[src/rtl/evt_irq_pkg.sv]
package evt_irq_pkg;
  localparam int REG_W   = 7;
  localparam int ADDR_W  = 4;
  localparam int GRP_N   = 4;
  localparam int ERR_LSB = 0;
  localparam int PRO_LSB = 3;
  localparam int TOP_LSB = 2;
  localparam int TOP_N   = 4;

  localparam logic [ADDR_W-1:0] A_RAW    = 4'd0;
  localparam logic [ADDR_W-1:0] A_MASK   = 4'd1;
  localparam logic [ADDR_W-1:0] A_MSKD   = 4'd2;
  localparam logic [ADDR_W-1:0] A_TCLR   = 4'd3;
  localparam logic [ADDR_W-1:0] A_TSET   = 4'd4;
  localparam logic [ADDR_W-1:0] A_ESTAT  = 4'd5;
  localparam logic [ADDR_W-1:0] A_ECLR   = 4'd6;
  localparam logic [ADDR_W-1:0] A_PSTAT  = 4'd7;
  localparam logic [ADDR_W-1:0] A_PCLR   = 4'd8;
endpackage

[src/rtl/evt_subgrp.sv]
module evt_subgrp #(
  parameter int N   = 4,
  parameter int LSB = 0,
  parameter int W   = 7
) (
  input  logic         clk,
  input  logic         rst_n,
  input  logic [N-1:0] evt_i,
  input  logic         clr_we_i,
  input  logic [N-1:0] clr_bits_i,
  output logic [W-1:0] stat_o,
  output logic         any_o
);
  logic [N-1:0] stat_q;
  logic [N-1:0] clr_m;

  assign clr_m = clr_we_i ? clr_bits_i : '0;

  always_ff @(posedge clk) begin
    if (!rst_n) stat_q <= '0;
    else        stat_q <= (stat_q & ~clr_m) | evt_i;
  end

  assign stat_o = {{(W-N){1'b0}}, stat_q} << LSB;
  assign any_o  = |stat_q;


  evt_wins_chk: assert property (@(posedge clk) disable iff (!rst_n)
    (|evt_i) |=> ((stat_q & $past(evt_i)) == $past(evt_i)));


  clr_only_ones_chk: assert property (@(posedge clk) disable iff (!rst_n)
    (clr_we_i && evt_i == '0) |=> (stat_q == ($past(stat_q) & ~$past(clr_bits_i))));
endmodule

[src/rtl/evt_toplvl.sv]
module evt_toplvl #(
  parameter int W   = 7,
  parameter int LSB = 2,
  parameter int N   = 4
) (
  input  logic         clk,
  input  logic         rst_n,
  input  logic         err_any_i,
  input  logic         pro_any_i,
  input  logic         lb_req_i,
  input  logic         b_req_i,
  input  logic         mask_we_i,
  input  logic         clr_we_i,
  input  logic         set_we_i,
  input  logic [N-1:0] data_i,
  output logic [W-1:0] raw_o,
  output logic [W-1:0] mask_o,
  output logic [W-1:0] masked_o,
  output logic [N-1:0] irq_o
);
  logic [1:0]   dir_q, force_q;
  logic [N-1:0] mask_q, raw_f, irq_q;
  logic [N-1:0] clr_m, set_m;

  assign clr_m = clr_we_i ? data_i : '0;
  assign set_m = set_we_i ? data_i : '0;

  always_ff @(posedge clk) begin
    if (!rst_n) begin
      dir_q   <= '0;
      force_q <= '0;
      mask_q  <= '0;
      irq_q   <= '0;
    end else begin
      dir_q   <= (dir_q & ~clr_m[1:0]) | set_m[1:0] | {b_req_i, lb_req_i};
      force_q <= (force_q & ~clr_m[3:2]) | set_m[3:2];
      if (mask_we_i) mask_q <= data_i;
      irq_q   <= raw_f & mask_q;
    end
  end

  assign raw_f    = {pro_any_i | force_q[1], err_any_i | force_q[0], dir_q};
  assign raw_o    = {{(W-N){1'b0}}, raw_f} << LSB;
  assign mask_o   = {{(W-N){1'b0}}, mask_q} << LSB;
  assign masked_o = raw_o & mask_o;
  assign irq_o    = irq_q;


  lb_sets_raw_chk: assert property (@(posedge clk) disable iff (!rst_n)
    lb_req_i |=> raw_o[LSB]);


  set_forces_chk: assert property (@(posedge clk) disable iff (!rst_n)
    (set_we_i && data_i[2]) |=> raw_o[LSB+2]);


  irq_needs_mask_chk: assert property (@(posedge clk) disable iff (!rst_n)
    $rose(irq_o[0]) |-> $past(mask_o[LSB] && raw_o[LSB]));
endmodule

[src/rtl/evt_irq_tree.sv]
module evt_irq_tree
  import evt_irq_pkg::*;
(
  input  logic              clk,
  input  logic              rst_n,
  input  logic [GRP_N-1:0]  err_evt_i,
  input  logic [GRP_N-1:0]  proto_evt_i,
  input  logic              lb_req_i,
  input  logic              b_req_i,
  input  logic              wr_en_i,
  input  logic [ADDR_W-1:0] wr_addr_i,
  input  logic [REG_W-1:0]  wr_data_i,
  input  logic [ADDR_W-1:0] rd_addr_i,
  output logic [REG_W-1:0]  rd_data_o,
  output logic              irq_lb_o,
  output logic              irq_b_o,
  output logic              irq_err_o,
  output logic              irq_proto_o
);
  logic [REG_W-1:0] err_stat, pro_stat, raw, mask, masked;
  logic             err_any, pro_any;
  logic [TOP_N-1:0] irq;

  evt_subgrp #(.N(GRP_N), .LSB(ERR_LSB), .W(REG_W)) u_err (
    .clk(clk), .rst_n(rst_n), .evt_i(err_evt_i),
    .clr_we_i(wr_en_i && wr_addr_i == A_ECLR),
    .clr_bits_i(wr_data_i[ERR_LSB +: GRP_N]),
    .stat_o(err_stat), .any_o(err_any));

  evt_subgrp #(.N(GRP_N), .LSB(PRO_LSB), .W(REG_W)) u_pro (
    .clk(clk), .rst_n(rst_n), .evt_i(proto_evt_i),
    .clr_we_i(wr_en_i && wr_addr_i == A_PCLR),
    .clr_bits_i(wr_data_i[PRO_LSB +: GRP_N]),
    .stat_o(pro_stat), .any_o(pro_any));

  evt_toplvl #(.W(REG_W), .LSB(TOP_LSB), .N(TOP_N)) u_top (
    .clk(clk), .rst_n(rst_n),
    .err_any_i(err_any), .pro_any_i(pro_any),
    .lb_req_i(lb_req_i), .b_req_i(b_req_i),
    .mask_we_i(wr_en_i && wr_addr_i == A_MASK),
    .clr_we_i(wr_en_i && wr_addr_i == A_TCLR),
    .set_we_i(wr_en_i && wr_addr_i == A_TSET),
    .data_i(wr_data_i[TOP_LSB +: TOP_N]),
    .raw_o(raw), .mask_o(mask), .masked_o(masked), .irq_o(irq));

  always_comb begin
    case (rd_addr_i)
      A_RAW:   rd_data_o = raw;
      A_MASK:  rd_data_o = mask;
      A_MSKD:  rd_data_o = masked;
      A_ESTAT: rd_data_o = err_stat;
      A_PSTAT: rd_data_o = pro_stat;
      default: rd_data_o = '0;
    endcase
  end

  assign irq_lb_o    = irq[0];
  assign irq_b_o     = irq[1];
  assign irq_err_o   = irq[2];
  assign irq_proto_o = irq[3];


  err_summary_chk: assert property (@(posedge clk) disable iff (!rst_n)
    (err_stat != '0) |-> raw[4]);
endmodule

[config.mk]
export PLATFORM = sky130hd
export DESIGN_NAME = evt_irq_tree
export DESIGN_NICKNAME = d
export VERILOG_FILES = /design/src/rtl/evt_irq_pkg.sv /design/src/rtl/evt_subgrp.sv /design/src/rtl/evt_toplvl.sv /design/src/rtl/evt_irq_tree.sv
export SDC_FILE = /design/constraint.sdc
export NUM_CORES = 1
export LEC_CHECK = 0
export BUFFER_PORTS_ARGS = -buffer_cell sky130_fd_sc_hd__buf_2
export CAP_MARGIN = 0
export CELL_PAD_IN_SITES_DETAIL_PLACEMENT = 1
export CELL_PAD_IN_SITES_GLOBAL_PLACEMENT = 2
export CORE_MARGIN = 5
export CORE_UTILIZATION = 30
export CTS_BUF_LIST = sky130_fd_sc_hd__clkbuf_8
export CTS_CLUSTER_SIZE = 30
export DETAILED_ROUTE_END_ITERATION = 8
export PLACE_DENSITY_LB_ADDON = 0.1
export SYNTH_ARGS = -nofsm -noshare
export SYNTH_HDL_FRONTEND = slang
export SYNTH_SLANG_ARGS = --single-unit
[constraint.sdc]
create_clock -name clk -period 2.2 [get_ports clk]
set_input_delay 0.22 -clock clk [delete_from_list [all_inputs] [get_ports clk]]
set_output_delay 0.22 -clock clk [all_outputs]
set_load 0.02 [all_outputs]
==> results of run 1 <==
==> final timing paths <==
path	startpoint	endpoint	slack, ns
worst min register to register	u_top.mask_q[3]	u_top.irq_o[3]	0.49
worst min-delay path	err_evt_i[3]	u_err.stat_q[3]	0.17
worst max register to register	u_pro.stat_q[1]	u_top.irq_o[3]	1.04
worst max-delay path	u_pro.stat_q[1]	rd_data_o[5]	0.46
==> flip-flops by register name, summed over array words and instances (netlist names) <==
register,count
u_pro.stat_q,4
u_top.mask_q,4
u_top.force_q,2
u_top.dir_q,2
u_err.stat_q,4
u_top.irq_o,4
==> worst register-to-register path, stage by stage (launching register included) <==
cell and delay, ns:
dfxtp_1 0.33, or4_1 0.52, nor2_1 0.15, nor2_1 0.06
==> cells by family (layout without fill, tap and decap cells) <==
logic type,Yosys count,in the layout,share of synthesized area [%]
flops,20,20,39.7
buf+inv,14,52,5.33
compound gates,44,44,27.5
simple gates,43,43,27.4
==> metal layers <==
metal,up-vias,track usage [%],share of wire (%)
li1,526,-,-
met1,482,19.5,49
met2,26,23.9,44
met3,2,3.78,6.4
met4,0,4.47,0.51
met5,-,0,0
==> power by group through the flow <==
stage / combinational (W) / sequential, W / clock, W
finish: 0.000118 / 0.000388 / 0.000277
global route: 0.000132 / 0.000391 / 0.000304
CTS: 0.000120 / 0.000388 / 0.000286
detailed placement: 0.000119 / 0.000397 / 0
global placement: 0.000118 / 0.000396 / 0
floorplan: 0.0000650 / 0.000392 / 0
==> area by class of cell <==
cell class / count / area (um2) / share of cell area (%)
well taps: 46 / 57.6 / 4.44
inverters: 10 / 37.5 / 2.90
multi-input cells: 87 / 554 / 42.8
flip-flops and latches: 20 / 400 / 30.9
repair buffers: 38 / 190 / 14.7
clock buffers: 4 / 55.1 / 4.25
==> placed cells by master (no fill, tap or decap), types with 2 or more instances in the layout <==
cell / Yosys / final
a21oi_1: 9 / 9
a22oi_1: 2 / 2
a31oi_1: 11 / 11
and3_1: 2 / 2
and3b_1: 2 / 2
buf_2: 1 / 38
clkbuf_8: 0 / 4
dfxtp_1: 20 / 20
inv_1: 10 / 10
nand2_1: 6 / 6
nand3_1: 4 / 4
nand3b_1: 4 / 4
nor2_1: 6 / 6
nor2b_1: 4 / 4
nor4_1: 2 / 2
o211ai_1: 2 / 2
o21a_1: 8 / 8
o21ai_0: 8 / 8
o32ai_1: 2 / 2
or4_1: 2 / 2
==> metrics by stage <==
stage          hold WS [ns]  utilization (%)  total power (W)  instances  setup WS [ns]
2_1_floorplan         0.344                -         0.000457        121          0.747
3_3_place_gp          0.433             37.8         0.000514        201          0.728
3_5_place_dp          0.432             37.8         0.000516        201          0.713
4_1_cts               0.162             39.4         0.000794        205          0.443
5_1_grt               0.161             39.4         0.000826        205          0.376
6_report              0.169             39.4         0.000783        205          0.459
==> flow_summary.toml, run 1 <==
[run_status]
outcome = "completed"

[clock_network]
cts-root-buf = "clkbuf_8"
clk_latency_ns = 0.25
htreeDepth = 1
cts_tree = "done"
cts_resized = 0
clk_pin_slew_worst_paths_ns = 0.07
cts_setup_buffers = 0
clock_path_buffers = 2
cts_num_sinks = 20
cts_hold_buf = 0
numCtsBuffers = 3

[job]
cap_violations = 0

[timing]
finalSetupTns_ns = 0
grt_setup_unrepaired = "no"
skew_ns = 0.00245
slew_violations = 0
period_share_pct = 79.1
tightest_slew_ns = 0.380
relSlewSlack_pct = 74.6
finalHoldViolCount = 0
period_minus_slack_ns = 1.74
clock.fmax_ghz = 0.574
setup_viol = 0

[worst_setup_path]
critPathKind = "reg -> out"
critical-path-slowest-cell = "or4_1"
arrival_ns = 1.52
endpoint_kind = "output pin"
path_depth = 4
start_kind = "register"
critPathBufInv = 1
cp_cell_sequence = "or4_1 -> nor2_1 -> o32ai_1 -> buf_2"
crit_family = "simple AND/OR/NAND/NOR gates"
cp_max_fo = 3
reg2regPathDepth = 3
crit_required_ns = 1.98
cp_slowest_stage_delay_ns = 0.52

[pwr]
combPwrFrac_pct = 15.1
switchingPower_w = 0.000195
clkPwrFrac_pct = 35.4
power.density_nw_per_um2 = 605
ir_worst_vdd_v = 0.000244
switching_share_pct = 25.0
cellLeakagePower_nw = 0.566
seq_power_share_pct = 49.6
intPower_w = 0.000587

[grt]
grtUsageTotal_pct = 14.9
grt_max_degree = 16
grt_antenna_before_repair = 0
grt-ovfl-total = 0
grt_pass1_wl_um = 5220
grt_pass1_vias = 1112

[min_path]
hold-path-cell-count = 2
hp-class = "in -> reg"

[place]
place_hpwl_um = 2570
place_area_um2 = 1240
numPortBuffers = 38
place.gp.congestion = 0.808

[synth]
synthTopCellsByArea = "dfxtp_1 (40%), a31oi_1 (6.8%), o21a_1 (6.0%)"
yosysWarnings = 0
avgSynthCellArea_um2 = 8.33
synth_fp_nets = 149
syn_inst = 121
synth-edff-count = 0
ys.flop_type = "dfxtp_1"
ys_top_cells_by_count = "dfxtp_1 (20), a31oi_1 (11), inv_1 (10), a21oi_1 (9)"
netlist_area_um2 = 1010
synth_cell_types = 33
synth_most_common_cell = "dfxtp_1"
ys_seq_elements = 20
synth_area_leader_cell = "dfxtp_1"
ys_seq_area_share_pct = 39.7
synthArstFlopShare_pct = 0
netlist.area_leader.share_pct = 39.7

[routing]
avgViaCountPerCell = 5.05
num_vias = 1036
dr.pass1.iters = 3
ant_nets = 0
routed_wl_um = 3140
drcViolationCount = 0
wl_per_cell_um = 15.3
drt_iter0_markers = 15

[finish]
layout-drive-gt1-share_pct = 28.3
fillers = 407
finalNetCount = 188
insertedDiodeCount = 0
design_area_um2 = 1290
area_growth_pct = 28.4

[floorplanning]
chipWidth_um = 68.0
num_rows = 21
boundaryPins = 39
dieArea_um2 = 4620
die_h_um = 68.0
design.core.area_um2 = 3280
initial_core_util_pct = 30.7
Power figures use the tool's default switching activity.
==> run 2, diff against run 1 <==
Settings changed: CORE_UTILIZATION 30 to 25.
Clock period 2.2 ns to 1.44 ns, I/O delays scaled along.
==> run 2 against run 1 <==
Net effect:
- the run now ends with negative setup slack left
- power is 54% higher
- utilization is 3.2 points lower
- combinational power is 100% higher
- clock skew is 0.0013 ns higher
- sequential share of layout area is 2.3 points lower
- routed wire length is 13% higher
- worst hold slack worse by 0.074 ns
- setup slack worse by 0.66 ns
- first-iteration DRC count is 110% higher
- highest routed layer unchanged
==> flow_summary.toml, run 2 (same netlist as run 1, synthesis figures left out) <==
[clock_network]
clock_path_buffers = 2
htreeDepth = 1
numCtsBuffers = 3
cts_num_sinks = 20
clk_pin_slew_worst_paths_ns = 0.08
clk_latency_ns = 0.25
cts_tree = "done"
cts_hold_buf = 0
cts-root-buf = "clkbuf_8"

[min_path]
hp-class = "in -> reg"
holdPathEnd = "u_pro.stat_q[3]"
hold-path-cell-count = 2
hp-start = "proto_evt_i[3]"

[timing]
finalHoldViolCount = 0
grt_setup_unrepaired = "yes"
setup_ws_ns = -0.204
finalSetupTns_ns = -0.602
slew_violations = 0
relSlewSlack_pct = 72.0
skew_ns = 0.00371
period_minus_slack_ns = 1.64
tightest_slew_ns = 0.419
clock.fmax_ghz = 0.608
setup_viol = 4
period_share_pct = 114

[routing]
drcViolationCount = 0
num_vias = 1075
routed_wl_um = 3550
avgViaCountPerCell = 4.93
wl_per_cell_um = 16.3
drt_iter0_markers = 31
dr.pass1.iters = 4
ant_nets = 0

[pwr]
ir_worst_vdd_v = 0.000249
intPower_w = 0.000882
seq_power_share_pct = 49.4
power.density_nw_per_um2 = 844
total_power_w = 0.00120
switchingPower_w = 0.000323
switching_share_pct = 26.8
cellLeakagePower_nw = 0.620
combPwrFrac_pct = 19.8
clkPwrFrac_pct = 30.7

[worst_setup_path]
endpoint_kind = "output pin"
critical-path-slowest-cell = "or4_4"
crit_required_ns = 1.30
critPathBufInv = 1
cp_cell_sequence = "or4_4 -> nor2_4 -> o32ai_2 -> buf_4"
start_kind = "register"
reg2regPathDepth = 8
worst_r2r_startpoint = "u_err.stat_q[1]"
arrival_ns = 1.50
regToRegEndpoint = "u_top.irq_o[2]"
crit_family = "simple AND/OR/NAND/NOR gates"
critPathKind = "reg -> out"
cp_slowest_stage_delay_ns = 0.56
cp_max_fo = 2
r2r_slack_ns = -0.10

[place]
place.gp.congestion = 0.704
place_area_um2 = 1270
numPortBuffers = 38
dp_cells = 208
place_hpwl_um = 2690

[run_status]
violations = "negative setup slack"
outcome = "complete, but fails checks"

[grt]
grt_pass1_vias = 1165
grt-ovfl-total = 0
grt_antenna_before_repair = 0
grt_max_degree = 16
grt_pass1_wl_um = 5710
grtUsageTotal_pct = 13.8

[finish]
design_area_um2 = 1430
finalNetCount = 198
final_common_cell = "buf_2"
fin_cells = 218
area_growth_pct = 41.6
layout_common_cells = "buf_2 (35), dfxtp_1 (14), inv_1 (10), a31oi_1 (10)"
layout-drive-gt1-share_pct = 39.3
insertedDiodeCount = 0
utilization_pct = 36.2
fillers = 489

[floorplanning]
design.core.area_um2 = 3940
num_rows = 23
die_h_um = 73.5
dieArea_um2 = 5400
initial_core_util_pct = 25.6
boundaryPins = 39
chipWidth_um = 73.5

[job]
cap_violations = 0
==> run 2: cell types whose count changed in the layout (fill, tap and decap cells not counted), moves of 2 or more <==
cell / previous run / this run
buf_4: 0 / 9
dfxtp_1: 20 / 14
dfxtp_2: 0 / 6
buf_6: 0 / 4
buf_2: 38 / 35
nor2_1: 6 / 4
nor2_4: 0 / 2
or4_1: 2 / 0
or4_4: 0 / 2
==> run 2: stage by stage <==
step | setup slack [ns] | hold slack (ns)
3_5_place_dp | 0.0459 | 0.359
2_1_floorplan | 0.0779 | 0.268
4_1_cts | -0.233 | 0.0896
5_1_grt | -0.240 | 0.0945
3_3_place_gp | 0.0661 | 0.355
6_report | -0.204 | 0.0949
==> run 2: repair_timing <==
action | CTS | global route
setup endpoints to repair | 3 | 5
pin swaps | 6 | 3
cloned | 0 | 0
gates resized for setup | 11 | 10
buffers inserted | 7 | 4
==> run 2: worst max path at each step <==
stage                                from      endpoint  slack, ns  cells past startpoint
after CTS                 u_err.stat_q[2]  rd_data_o[4]      -0.23                      4
final                     u_err.stat_q[1]  rd_data_o[4]      -0.20                      4
after global routing      u_err.stat_q[1]  rd_data_o[4]      -0.24                      4
after global placement    u_err.stat_q[1]  rd_data_o[4]       0.07                      4
after floorplan            u_top.dir_q[1]  rd_data_o[3]       0.08                      3
after detailed placement  u_err.stat_q[1]  rd_data_o[4]       0.05                      4
==> run 2: power groups by stage <==
stage	clock network, W	registers [W]	logic [W]
final	0.000370	0.000595	0.000239
after global routing	0.000410	0.000598	0.000265
after floorplan	0	0.000599	0.0000993
after CTS	0.000391	0.000593	0.000226
after global placement	0	0.000603	0.000191
after detailed placement	0	0.000604	0.000193
==> run 2: layer usage <==
metal,GRT usage (%),vias to the layer above,routed length [um]
li1,-,541,-
met1,18.9,505,1670
met2,21.4,25,1650
met3,2.33,4,173
met4,5.43,0,53
met5,0,-,0
==> run 2: layout make-up <==
type                       count  area, um2  area share [%]
multi-input combinational     87        591            41.4
clock buffer                   3       41.3            2.89
timing repair buffer          48        288            20.2
sequential                    20        408            28.6
tap                           50       62.6            4.38
inverter                      10       37.5            2.63
==> run 2: worst register-to-register path, stage by stage, from the launching register on <==
cell and delay, ns:
dfxtp_2 0.32, or4_4 0.56, nor2_4 0.12, buf_4 0.12, buf_6 0.08, buf_6 0.08
buf_6 0.08, buf_6 0.07, nor2_1 0.03
==> run 3, diff against run 2 <==
Settings changed: PLACE_DENSITY set to 0.76, PLACE_DENSITY_LB_ADDON 0.1 to not set.
==> run 3 against run 2 <==
Net effect:
- the run still ends with negative setup slack left
- cell count down 1.8%
- sequential share of layout area is 0.38 points higher
- power increased by 4.4%
- count of clock-buffer cells in the layout grew 1
- global-route usage fell by 0.12 points
- fmax up 0.16%
- routed wire length fell by 0.31%
- utilization down 0.70 points
- register-to-register slack gained 0.24 ns
- first-iteration DRC count is 61% higher
- sequential power is essentially flat
- critical path type unchanged
- largest power group unchanged
==> flow_summary.toml, run 3 (same netlist as run 1, synthesis figures left out) <==
[grt]
grt-ovfl-total = 0
grt_pass1_wl_um = 5690
grt_pass1_vias = 1192
grt_antenna_before_repair = 0
grtUsageTotal_pct = 13.6
grt_max_degree = 16

[timing]
clock.fmax_ghz = 0.609
grt_setup_unrepaired = "yes"
period_share_pct = 114
setup_viol = 3
slew_violations = 0
tightest_slew_ns = 0.425
finalHoldViolCount = 0
worst_hold_slack_ns = 0.0887
relSlewSlack_pct = 71.6
skew_ns = 0.00264
period_minus_slack_ns = 1.64
setup_ws_ns = -0.201

[worst_setup_path]
regToRegEndpoint = "u_top.irq_o[3]"
endpoint_kind = "output pin"
arrival_ns = 1.50
r2r_slack_ns = 0.14
critical-path-slowest-cell = "or4_4"
cp_max_fo = 2
cp_slowest_stage_delay_ns = 0.55
worst_r2r_startpoint = "u_pro.stat_q[3]"
cp_cell_sequence = "or4_4 -> nor2_4 -> o32ai_2 -> buf_4"
reg2regPathDepth = 5
cp-startpoint = "u_err.stat_q[0]"
critPathKind = "reg -> out"
cp-endpoint = "rd_data_o[4]"
crit_required_ns = 1.30
start_kind = "register"

[floorplanning]
chipWidth_um = 73.5
design.core.area_um2 = 3940
initial_core_util_pct = 25.6
die_h_um = 73.5
boundaryPins = 39
num_rows = 23
dieArea_um2 = 5400

[clock_network]
clk_pin_slew_worst_paths_ns = 0.08
clk_latency_ns = 0.26
cts_num_sinks = 20
htreeDepth = 1
cts-root-buf = "clkbuf_8"
cts_hold_buf = 0
numCtsBuffers = 3
clock_path_buffers = 2
cts_tree = "done"

[finish]
area_growth_pct = 38.8
insertedDiodeCount = 0
multi_input_area_um2 = 601
layout-drive-gt1-share_pct = 37.8
design_area_um2 = 1400
finalNetCount = 193
register_area_um2 = 405
final_common_cell = "buf_2"
fillers = 487
layout_common_cells = "buf_2 (35), dfxtp_1 (16), inv_1 (10), a31oi_1 (10), a21oi_1 (9)"
utilization_pct = 35.5

[run_status]
violations = "negative setup slack"
outcome = "complete, but fails checks"

[pwr]
power.density_nw_per_um2 = 898
ir_worst_vdd_v = 0.000300
cellLeakagePower_nw = 0.599

[job]
cap_violations = 0

[routing]
ant_nets = 0
routed_wl_um = 3540
avgViaCountPerCell = 5.23
drt_iter0_markers = 50
dr.pass1.iters = 4
wl_per_cell_um = 16.5
num_vias = 1119
drcViolationCount = 0

[place]
place.gp.congestion = 0.818
place_hpwl_um = 2730
place_area_um2 = 1270
numPortBuffers = 38

[min_path]
hp-class = "in -> reg"
-- run 3: cell types whose count changed in the layout (fill, tap and decap cells not counted), sizes merged --
cell and change:
clkbuf +1, buf -5
-- run 3: final cells by class --
class	instances	share of cell area (%)
well taps	50	4.47
clock buffers	4	3.93
inverters	10	2.68
flip-flops and latches	20	29.0
multi-input cells	87	42.9
repair buffers	43	17.1
-- run 3: timing repair --
| item | 4_1_cts | 5_1_grt |
|---|---|---|
| pin swaps | 7 | 2 |
| resized for setup | 13 | 5 |
| setup buffers | 5 | 0 |
| endpoints found under the setup margin | 3 | 4 |
-- run 3: worst min-delay path by stage --
| stage | from | end | slack [ns] | cells after the start |
|---|---|---|---|---|
| after global placement | err_evt_i[2] | u_err.stat_q[2] | 0.35 | 2 |
| final | err_evt_i[2] | u_err.stat_q[2] | 0.09 | 2 |
| after CTS | err_evt_i[2] | u_err.stat_q[2] | 0.09 | 2 |
| after floorplan | err_evt_i[0] | u_err.stat_q[0] | 0.27 | 1 |
| after detailed placement | err_evt_i[2] | u_err.stat_q[2] | 0.36 | 2 |
| after global routing | err_evt_i[0] | u_err.stat_q[0] | 0.09 | 2 |
-- run 3: worst max-delay path: cells and delay by family, from the launching register on --
kind	cells	cell delay (ns)
AND/OR/NAND/NOR	2	0.67
flip-flops	1	0.32
AO/OA/AOI/OAI	1	0.08
buffers and inverters	1	0.17
-- run 3: routing by layer --
layer | wire [um] | vias up | track usage, %
li1 | - | 533 | -
met1 | 1610 | 547 | 16.9
met2 | 1670 | 32 | 23.3
met3 | 203 | 7 | 2.87
met4 | 51 | 0 | 4.43
met5 | 0 | - | 0
-- run 3: metrics by stage --
stage                     instances  setup TNS, ns  worst slack [ns]  power, W
final                           214         -0.507            -0.201   0.00126
after global routing            214         -0.658            -0.246   0.00132
after CTS                       217         -0.698            -0.221   0.00127
after detailed placement        208              0            0.0309  0.000798
after global placement          208              0            0.0834  0.000791
after floorplan                 121              0            0.0779  0.000698
-- run 3: power by group --
group          total [W]  switching [W]  internal (W)
Sequential      0.000596      0.0000186      0.000577
Clock           0.000441       0.000198      0.000244
Combinational   0.000220       0.000119      0.000101
Total            0.00126       0.000335      0.000922
